===== src/rtl/dacfe_pkg.sv =====
package dacfe_pkg;
  typedef enum logic {
    BUS_IQ   = 1'b0,
    BUS_DUAL = 1'b1
  } bus_mode_e;

  localparam int NUM_CH = 2;
  localparam int CH_A   = 0;
  localparam int CH_B   = 1;
endpackage


===== src/rtl/dacfe_steer.sv =====
module dacfe_steer #(
  parameter int W = 10
) (
  input  logic         clk,
  input  logic         rst_n,
  input  logic         dual,
  input  logic         hold,
  input  logic         wr_a,
  input  logic         wr_b,
  input  logic         sel_a,
  input  logic [W-1:0] data_a,
  input  logic [W-1:0] data_b,
  output logic [W-1:0] lat_a,
  output logic [W-1:0] lat_b
);
  logic [W-1:0] lat_a_d, lat_b_d;
  logic         en_a, en_b;

  always_comb begin
    en_a = 1'b0;
    en_b = 1'b0;
    if (!hold) begin
      if (dual) begin
        en_a = wr_a;
        en_b = wr_b;
      end else begin
        en_a = wr_a & sel_a;
        en_b = wr_a & ~sel_a;
      end
    end
    lat_a_d = en_a ? data_a : lat_a;
    lat_b_d = en_b ? (dual ? data_b : data_a) : lat_b;
  end

  always_ff @(posedge clk or negedge rst_n) begin
    if (!rst_n) begin
      lat_a <= '0;
      lat_b <= '0;
    end else begin
      lat_a <= lat_a_d;
      lat_b <= lat_b_d;
    end
  end

  a_r4_b_kept: assert property (@(posedge clk) disable iff (!rst_n)
    (!dual && wr_a && sel_a) |=> $stable(lat_b));
  a_r4_a_kept: assert property (@(posedge clk) disable iff (!rst_n)
    (!dual && wr_a && !sel_a) |=> $stable(lat_a));
  a_r2_dual_capture: assert property (@(posedge clk) disable iff (!rst_n)
    (dual && !hold && wr_b) |=> (lat_b == $past(data_b)));
  a_r9_latch_frozen: assert property (@(posedge clk) disable iff (!rst_n)
    hold |=> ($stable(lat_a) && $stable(lat_b)));
endmodule


===== src/rtl/dacfe_phase.sv =====
module dacfe_phase (
  input  logic clk,
  input  logic rst_n,
  input  logic dual,
  input  logic hold,
  input  logic wr,
  input  logic iq_rst,
  output logic go
);
  logic ph, ph_d, go_d, ce;

  always_comb begin
    ce   = wr & ~hold & ~dual;
    go_d = ce & ph & ~iq_rst;
    if (dual || iq_rst) ph_d = 1'b0;
    else if (ce)        ph_d = ~ph;
    else                ph_d = ph;
  end

  always_ff @(posedge clk or negedge rst_n) begin
    if (!rst_n) begin
      ph <= 1'b0;
      go <= 1'b0;
    end else begin
      ph <= ph_d;
      go <= go_d;
    end
  end

  a_r6_rst_clears_phase: assert property (@(posedge clk) disable iff (!rst_n)
    iq_rst |=> !ph);
  a_r1_no_pair_in_dual: assert property (@(posedge clk) disable iff (!rst_n)
    dual |=> !go);
  a_r5_pair_spacing: assert property (@(posedge clk) disable iff (!rst_n)
    go |=> !go);
endmodule


===== src/rtl/dacfe_core.sv =====
module dacfe_core #(
  parameter int W    = 10,
  parameter int PIPE = 2
) (
  input  logic         clk,
  input  logic         rst_n,
  input  logic         dual,
  input  logic         hold,
  input  logic         go,
  input  logic [1:0]   upd,
  input  logic [W-1:0] lat  [2],
  output logic [W-1:0] code [2]
);
  for (genvar ch = 0; ch < 2; ch++) begin : g_ch
    logic [W-1:0] core_q, core_d;
    logic [W-1:0] pipe_q [PIPE];
    logic [W-1:0] pipe_d [PIPE];
    logic         load;

    always_comb begin
      load   = ~hold & (dual ? upd[ch] : go);
      core_d = load ? lat[ch] : core_q;
      for (int s = 0; s < PIPE; s++) begin
        if (hold)        pipe_d[s] = pipe_q[s];
        else if (s == 0) pipe_d[s] = core_q;
        else             pipe_d[s] = pipe_q[s-1];
      end
    end

    always_ff @(posedge clk or negedge rst_n) begin
      if (!rst_n) begin
        core_q <= '0;
        for (int s = 0; s < PIPE; s++) pipe_q[s] <= '0;
      end else begin
        core_q <= core_d;
        for (int s = 0; s < PIPE; s++) pipe_q[s] <= pipe_d[s];
      end
    end

    assign code[ch] = pipe_q[PIPE-1];

    a_r9_code_hold: assert property (@(posedge clk) disable iff (!rst_n)
      hold |=> $stable(code[ch]));
  end
endmodule


===== src/rtl/dacfe_top.sv =====
module dacfe_top #(
  parameter int W   = 10,
  parameter int LAT = 4
) (
  input  logic         clk,
  input  logic         rst_n,
  input  logic         dual_mode,
  input  logic         sleep,
  input  logic         wr_a,
  input  logic         wr_b,
  input  logic         upd_a,
  input  logic         upd_b,
  input  logic         sel_a,
  input  logic         iq_rst,
  input  logic [W-1:0] data_a,
  input  logic [W-1:0] data_b,
  output logic [W-1:0] code_a,
  output logic [W-1:0] code_b,
  output logic         pwr_down
);
  import dacfe_pkg::*;

  // holding latch + core register account for two of the LAT edges
  localparam int PIPE = (LAT > 2) ? LAT - 2 : 1;

  logic         dual, go;
  logic [W-1:0] lat_a, lat_b;
  logic [W-1:0] lat  [NUM_CH];
  logic [W-1:0] code [NUM_CH];

  assign dual = (bus_mode_e'(dual_mode) == BUS_DUAL);

  dacfe_steer #(.W(W)) i_steer (
    .clk(clk), .rst_n(rst_n), .dual(dual), .hold(sleep),
    .wr_a(wr_a), .wr_b(wr_b), .sel_a(sel_a),
    .data_a(data_a), .data_b(data_b), .lat_a(lat_a), .lat_b(lat_b)
  );

  dacfe_phase i_phase (
    .clk(clk), .rst_n(rst_n), .dual(dual), .hold(sleep),
    .wr(wr_a), .iq_rst(iq_rst), .go(go)
  );

  assign lat[CH_A] = lat_a;
  assign lat[CH_B] = lat_b;

  dacfe_core #(.W(W), .PIPE(PIPE)) i_core (
    .clk(clk), .rst_n(rst_n), .dual(dual), .hold(sleep), .go(go),
    .upd({upd_b, upd_a}), .lat(lat), .code(code)
  );

  assign code_a = code[CH_A];
  assign code_b = code[CH_B];

  always_ff @(posedge clk or negedge rst_n) begin
    if (!rst_n) pwr_down <= 1'b0;
    else        pwr_down <= sleep;
  end

  a_r9_pd_follows: assert property (@(posedge clk) disable iff (!rst_n)
    sleep |=> pwr_down);
  a_r9_pd_clears: assert property (@(posedge clk) disable iff (!rst_n)
    !sleep |=> !pwr_down);
endmodule


===== config.mk =====
export PLATFORM = sky130hd
export DESIGN_NAME = dacfe_top
export DESIGN_NICKNAME = d
export VERILOG_FILES = /design/src/rtl/dacfe_pkg.sv /design/src/rtl/dacfe_steer.sv /design/src/rtl/dacfe_phase.sv /design/src/rtl/dacfe_core.sv /design/src/rtl/dacfe_top.sv
export SDC_FILE = /design/constraint.sdc
export NUM_CORES = 1
export LEC_CHECK = 0
export BUFFER_PORTS_ARGS = -buffer_cell sky130_fd_sc_hd__buf_2
export CORE_ASPECT_RATIO = 1.2
export CORE_MARGIN = 3
export CORE_UTILIZATION = 45
export DETAILED_ROUTE_END_ITERATION = 8
export PLACE_DENSITY = 0.65
export SLEW_MARGIN = 0
export SYNTH_ARGS = -nofsm -noshare
export SYNTH_HDL_FRONTEND = slang
export SYNTH_SLANG_ARGS = --single-unit

===== constraint.sdc =====
create_clock -name clk -period 1.63 [get_ports clk]
set_clock_uncertainty 0.05 [all_clocks]
set_input_delay 0.0815 -clock clk [delete_from_list [all_inputs] [get_ports clk]]
set_output_delay 0.0815 -clock clk [all_outputs]
set_load 0.01 [all_outputs]

==> results of run 1 <==
## area by class of cell
| cell class | instances | share of cell area |
|---|---|---|
| Clock buffer | 9 | 0.0315 |
| Clock inverter | 7 | 0.0146 |
| Tap cell | 90 | 0.0287 |
| Timing Repair Buffer | 70 | 0.113 |
| Sequential cell | 83 | 0.529 |
| Multi-Input combinational cell | 104 | 0.283 |
## metrics by stage
stage / util / total power [mW] / hold slack, ps / worst slack [ps]
CTS: 0.540 / 5.59 / 45.8 / 344
floorplan: - / 4.04 / -264 / 225
finish: 0.540 / 5.50 / 57.5 / 356
global placement: 0.499 / 4.16 / -69.9 / 165
detailed placement: 0.499 / 4.22 / -62.5 / 138
global route: 0.540 / 5.86 / 52.1 / 287
## per-layer routing
metal / vias up / global-route usage / share of wire
met4: 0 / 0.0877 / 0.033
met1: 850 / 0.172 / 0.43
met3: 13 / 0.0278 / 0.035
met2: 32 / 0.216 / 0.50
li1: 840 / - / -
met5: - / 0 / 0
## what timing repair did
| action | 4_1_cts | 5_1_grt |
|---|---|---|
| setup endpoints to repair | 0 | 0 |
| resized for setup | 0 | 0 |
| endpoints found under the hold margin | 95 | 0 |
| hold buffers | 12 | 0 |
## cells in the mapped netlist (all sizes together)
| library cell | instances | area share |
|---|---|---|
| nor3 | 2 | 0.0030 |
| a21oi | 3 | 0.010 |
| dfrtp | 83 | 0.61 |
| mux2 | 90 | 0.30 |
| buf | 27 | 0.055 |
| nor2b | 1 | 0.0019 |
| or3b | 1 | 0.0033 |
| o21a | 1 | 0.0022 |
| nand2b | 1 | 0.0019 |
| nand2 | 4 | 0.0044 |
| clkbuf | 1 | 0.0011 |
| xnor2 | 1 | 0.0026 |
## worst max-delay path, delay by kind of cell (launching register included)
family | cells | cell delay (ps)
AO/OA/AOI/OAI | 1 | 130
buffers and inverters | 1 | 200
flip-flops | 1 | 330
multiplexers | 1 | 350
AND/OR/NAND/NOR | 1 | 90
## registers in the layout, summed over array words and instances, names as in the netlist
register            count
i_core.code            20
i_core.g_ch.core_q     20
i_core.g_ch.pipe_q     20
i_steer.lat_a          10
i_steer.lat_b          10
i_phase.go              1
i_phase.ph              1
pwr_down                1
## cells by family (layout without fill, tap and decap cells)
group	after synthesis	count (layout)	share of synthesized area
buffers and inverters	28	86	0.0563
xor gates and xnor gates	1	1	0.00259
and+or+nand+nor	9	9	0.0144
AOI/OAI and AO/OA	4	4	0.0122
DFF	83	83	0.615
muxes	90	90	0.300
## power groups by stage
| stage | logic, mW | registers [mW] | clock network (mW) |
|---|---|---|---|
| finish | 1.16 | 3.01 | 1.33 |
| floorplan | 1.08 | 2.96 | 0 |
| global placement | 1.12 | 3.04 | 0 |
| global route | 1.28 | 3.11 | 1.46 |
| CTS | 1.19 | 3.02 | 1.38 |
| detailed placement | 1.16 | 3.06 | 0 |
## worst paths after layout
| path | start | end | slack, ps | depth (start not counted) |
|---|---|---|---|---|
| min in group asynchronous | rst_n | i_core.g_ch[0].pipe_q[17] | 100 | 2 |
| max in group asynchronous | rst_n | i_core.g_ch[0].pipe_q[15] | 890 | 3 |
| worst min-delay path | data_b[8] | i_steer.lat_b[8] | 60 | 3 |
| worst max-delay path | i_phase.go | i_core.g_ch[1].core_q[5] | 360 | 4 |
| worst min register to register | i_core.g_ch[0].core_q[9] | i_core.g_ch[0].pipe_q[19] | 450 | 1 |
| worst max register to register | i_phase.go | i_core.g_ch[1].core_q[5] | 360 | 4 |
==> metrics.txt, run 1 <==
status finished clean; setup TNS 0 ps; die area 8590 µm²; sequential share of the synthesized area 0.615; Initial Util 0.465; Core ar. 7270 µm²; vias 1735; nets@finish 298; placed instance count 335; crit share post-route 0.781; CP Data Arrival Time 1450 ps; cell chain of the critical path nand2b_1, a21oi_2, buf_4, mux2_2; multi-input logic area 1110 µm²; Yosys Warn Count 0; Fillers 607; # H-tree levels 3; CTS root buffer clkbuf_8; IO buf count 50; Clk pwr share 0.242; Max-Cap Viols 0; worst slew pin tran 342 ps; # diodes 0; HPWL after DPL 3.61 mm; fmax 785 MHz; first-pass GRT wire length 9.09 mm; crit path time final 1270 ps; Clock transition at path regs 90 ps; CP Capture Type flop; total grt overflow 0; Comb power frac 0.211; switching pwr 1.49 mW; CP startpoint kind flop; number of global-route vias before repair 1864; placed cell areas 3630 µm²; critical path class reg2reg; Synth Register Bits 83; drt first pass iters 3; Seq pwr share 0.547; initial drt markers 60; Register Area 2080 µm²; placer congestion estimate 0.710; Die H 101 µm; unrepaired setup endpoints after global routing false; Finished Layout Cells 363; FP Rows 34; # IOs 51; most frequent cells in the layout 89 x mux2_2, 83 x dfrtp_1, 49 x buf_2; CTS Buffer Depth 2; initial antenna violation count 0; sw frac 0.271; Mapped Avg Cell Area 15.7 µm²; max-slew violation count 0; most common cell after layout, fill and taps aside mux2_2; CTS tree built; largest net degree at the start of global routing 46; Setup Buffers After CTS 0; Avg WL per Cell 14.3 µm; area grow syn2layout 16.3%; Synth cell types 17; Crit path required time 1800 ps; # clock sinks 83; CP peak stage delay 350 ps; Vias/cell 4.78; Cell Pwr Density 1400 nW/µm²; # setup viols final 0; GRT Total Usage 0.137; Post-Synthesis Cells 215; Static Leak 1.76 nW; Slew HR 0.772; DRC viols 0; CTS buffer count 9; critical path's slowest cell mux2_2; Max VDD drop 0.979 mV; internal power 4.01 mW; Die Width 85.1 µm; CP Max Fanout 10; Hold Path Class in2reg; post-synthesis instance area 3380 µm²; routed wire length 5.19 mm; layout cell share with drive strength beyond 1 0.612; post-synth net total 245; cell area after layout 3930 µm²; count of final hold-check violations 0; post-route ant nets 0; clk_lat worst skew 350 ps
(Power assumes the default switching activity.)
==> run 2, diff against run 1 <==
Clock period 1.63 ns to 1.2 ns, I/O delays scaled along.
==> metrics.txt, run 2 (synthesized netlist as in run 1, its figures left out) <==
CP startpoint kind flop; fmax 795 MHz; # setup viols final 20; CTS buffer count 9; placer congestion estimate 0.711; Hold Path Class in2reg; failing checks negative setup slack; internal power 5.95 mW; first-pass GRT wire length 9.12 mm; CTS tree built; vias 1820; max-slew violation count 0; Initial Util 0.465; FP Rows 34; Comb power frac 0.220; CTS Buffer Depth 2; area grow syn2layout 21.8%; # clock sinks 83; Setup Buffers After CTS 0; Crit path required time 1370 ps; Fillers 605; initial drt markers 92; cell area after layout 4120 µm²; post-layout total power 7.86 mW; CP Max Fanout 6; post-route ant nets 0; Core ar. 7270 µm²; Die H 101 µm; unrepaired setup endpoints after global routing true; Clock transition at path regs 70 ps; routed wire length 5.51 mm; Max VDD drop 1.09 mV; Die Width 85.1 µm; CP Data Arrival Time 1430 ps; die area 8590 µm²; most common cell after layout, fill and taps aside dfrtp_1; total grt overflow 0; Seq pwr share 0.522; worst slew pin tran 431 ps; Cell Pwr Density 1910 nW/µm²; Vias/cell 4.97; Slew HR 0.713; Clk pwr share 0.258; # IOs 51; Avg WL per Cell 15.1 µm; drt first pass iters 4; layout cell share with drive strength beyond 1 0.620; CP Capture Type flop; most frequent cells in the layout 83 x dfrtp_1, 75 x mux2_2, 49 x buf_2; critical path class reg2reg; sw frac 0.244; initial antenna violation count 0; largest net degree at the start of global routing 84; Finished Layout Cells 366; # diodes 0; DRC viols 0; crit share post-route 1.05; count of final hold-check violations 0; switching pwr 1.91 mW; HPWL after DPL 3.77 mm; nets@finish 303; IO buf count 50; placed cell areas 3770 µm²; GRT Total Usage 0.137; # H-tree levels 3; Static Leak 1.87 nW; placed instance count 340; Max-Cap Viols 0; r2r setup slk -60 ps; number of global-route vias before repair 1892; Worst Slack Setup Final -57.9 ps; clk_lat worst skew 330 ps; CTS root buffer clkbuf_8; status complete, but fails checks; crit path time final 1260 ps
run 2: through the flow:
stage | setup TNS, ps | setup slack, ps | util | hold WS, ps
6_report | -733 | -57.9 | 0.566 | 57.1
3_5_place_dp | -3760 | -204 | 0.518 | 76.4
5_1_grt | -1540 | -97.5 | 0.566 | 38.9
2_1_floorplan | -3240 | -163 | - | -286
4_1_cts | -985 | -66.3 | 0.564 | 36.0
3_3_place_gp | -3350 | -172 | 0.518 | 75.1
run 2: cell type report:
class | count | area [µm²] | area share
clock buffers | 11 | 131 | 0.0319
clock inverters | 3 | 65.1 | 0.0158
multi-input cells | 104 | 1190 | 0.290
flip-flops and latches | 83 | 2080 | 0.505
well taps | 90 | 113 | 0.0274
repair buffers | 75 | 537 | 0.130
run 2: path summary, 6_finish.rpt:
path,cells past startpoint,end,start
max reg2reg,4,i_core.g_ch[0].core_q[2],i_phase.go
min,3,i_steer.lat_b[8],data_b[8]
min in group asynchronous,3,i_core.g_ch[1].core_q[0],rst_n
max,4,i_core.g_ch[0].core_q[2],i_phase.go
min reg2reg,1,i_core.code[7],i_core.code[7]
max in group asynchronous,3,i_steer.lat_a[6],rst_n
run 2: routing by layer:
metal | up-vias | wire length (µm) | global-route usage | share of wire
met5 | - | 0 | 0 | 0
met2 | 41 | 2610 | 0.212 | 0.47
met3 | 8 | 249 | 0.0409 | 0.045
met1 | 930 | 2560 | 0.184 | 0.46
met4 | 0 | 87 | 0.0512 | 0.016
li1 | 841 | - | - | -
run 2: timing repair:
action	4_1_cts	5_1_grt
gates resized for setup	5	3
endpoints found under the setup margin	20	20
hold buffers	12	0
hold endpoints to repair	95	0
cloned	0	0
run 2: power by group through the flow:
stage	clock network, mW	logic (mW)	registers (mW)
after CTS	2.10	1.75	4.12
after global placement	0	1.64	4.14
after floorplan	0	1.54	4.03
after detailed placement	0	1.68	4.17
final	2.03	1.73	4.10
after global routing	2.21	1.89	4.23
run 2: worst max-delay path, cell delays in order (launching register included):
cell	delay, ps
dfrtp_1	370
nand2b_4	80
a21oi_4	150
buf_6	160
mux2_2	330
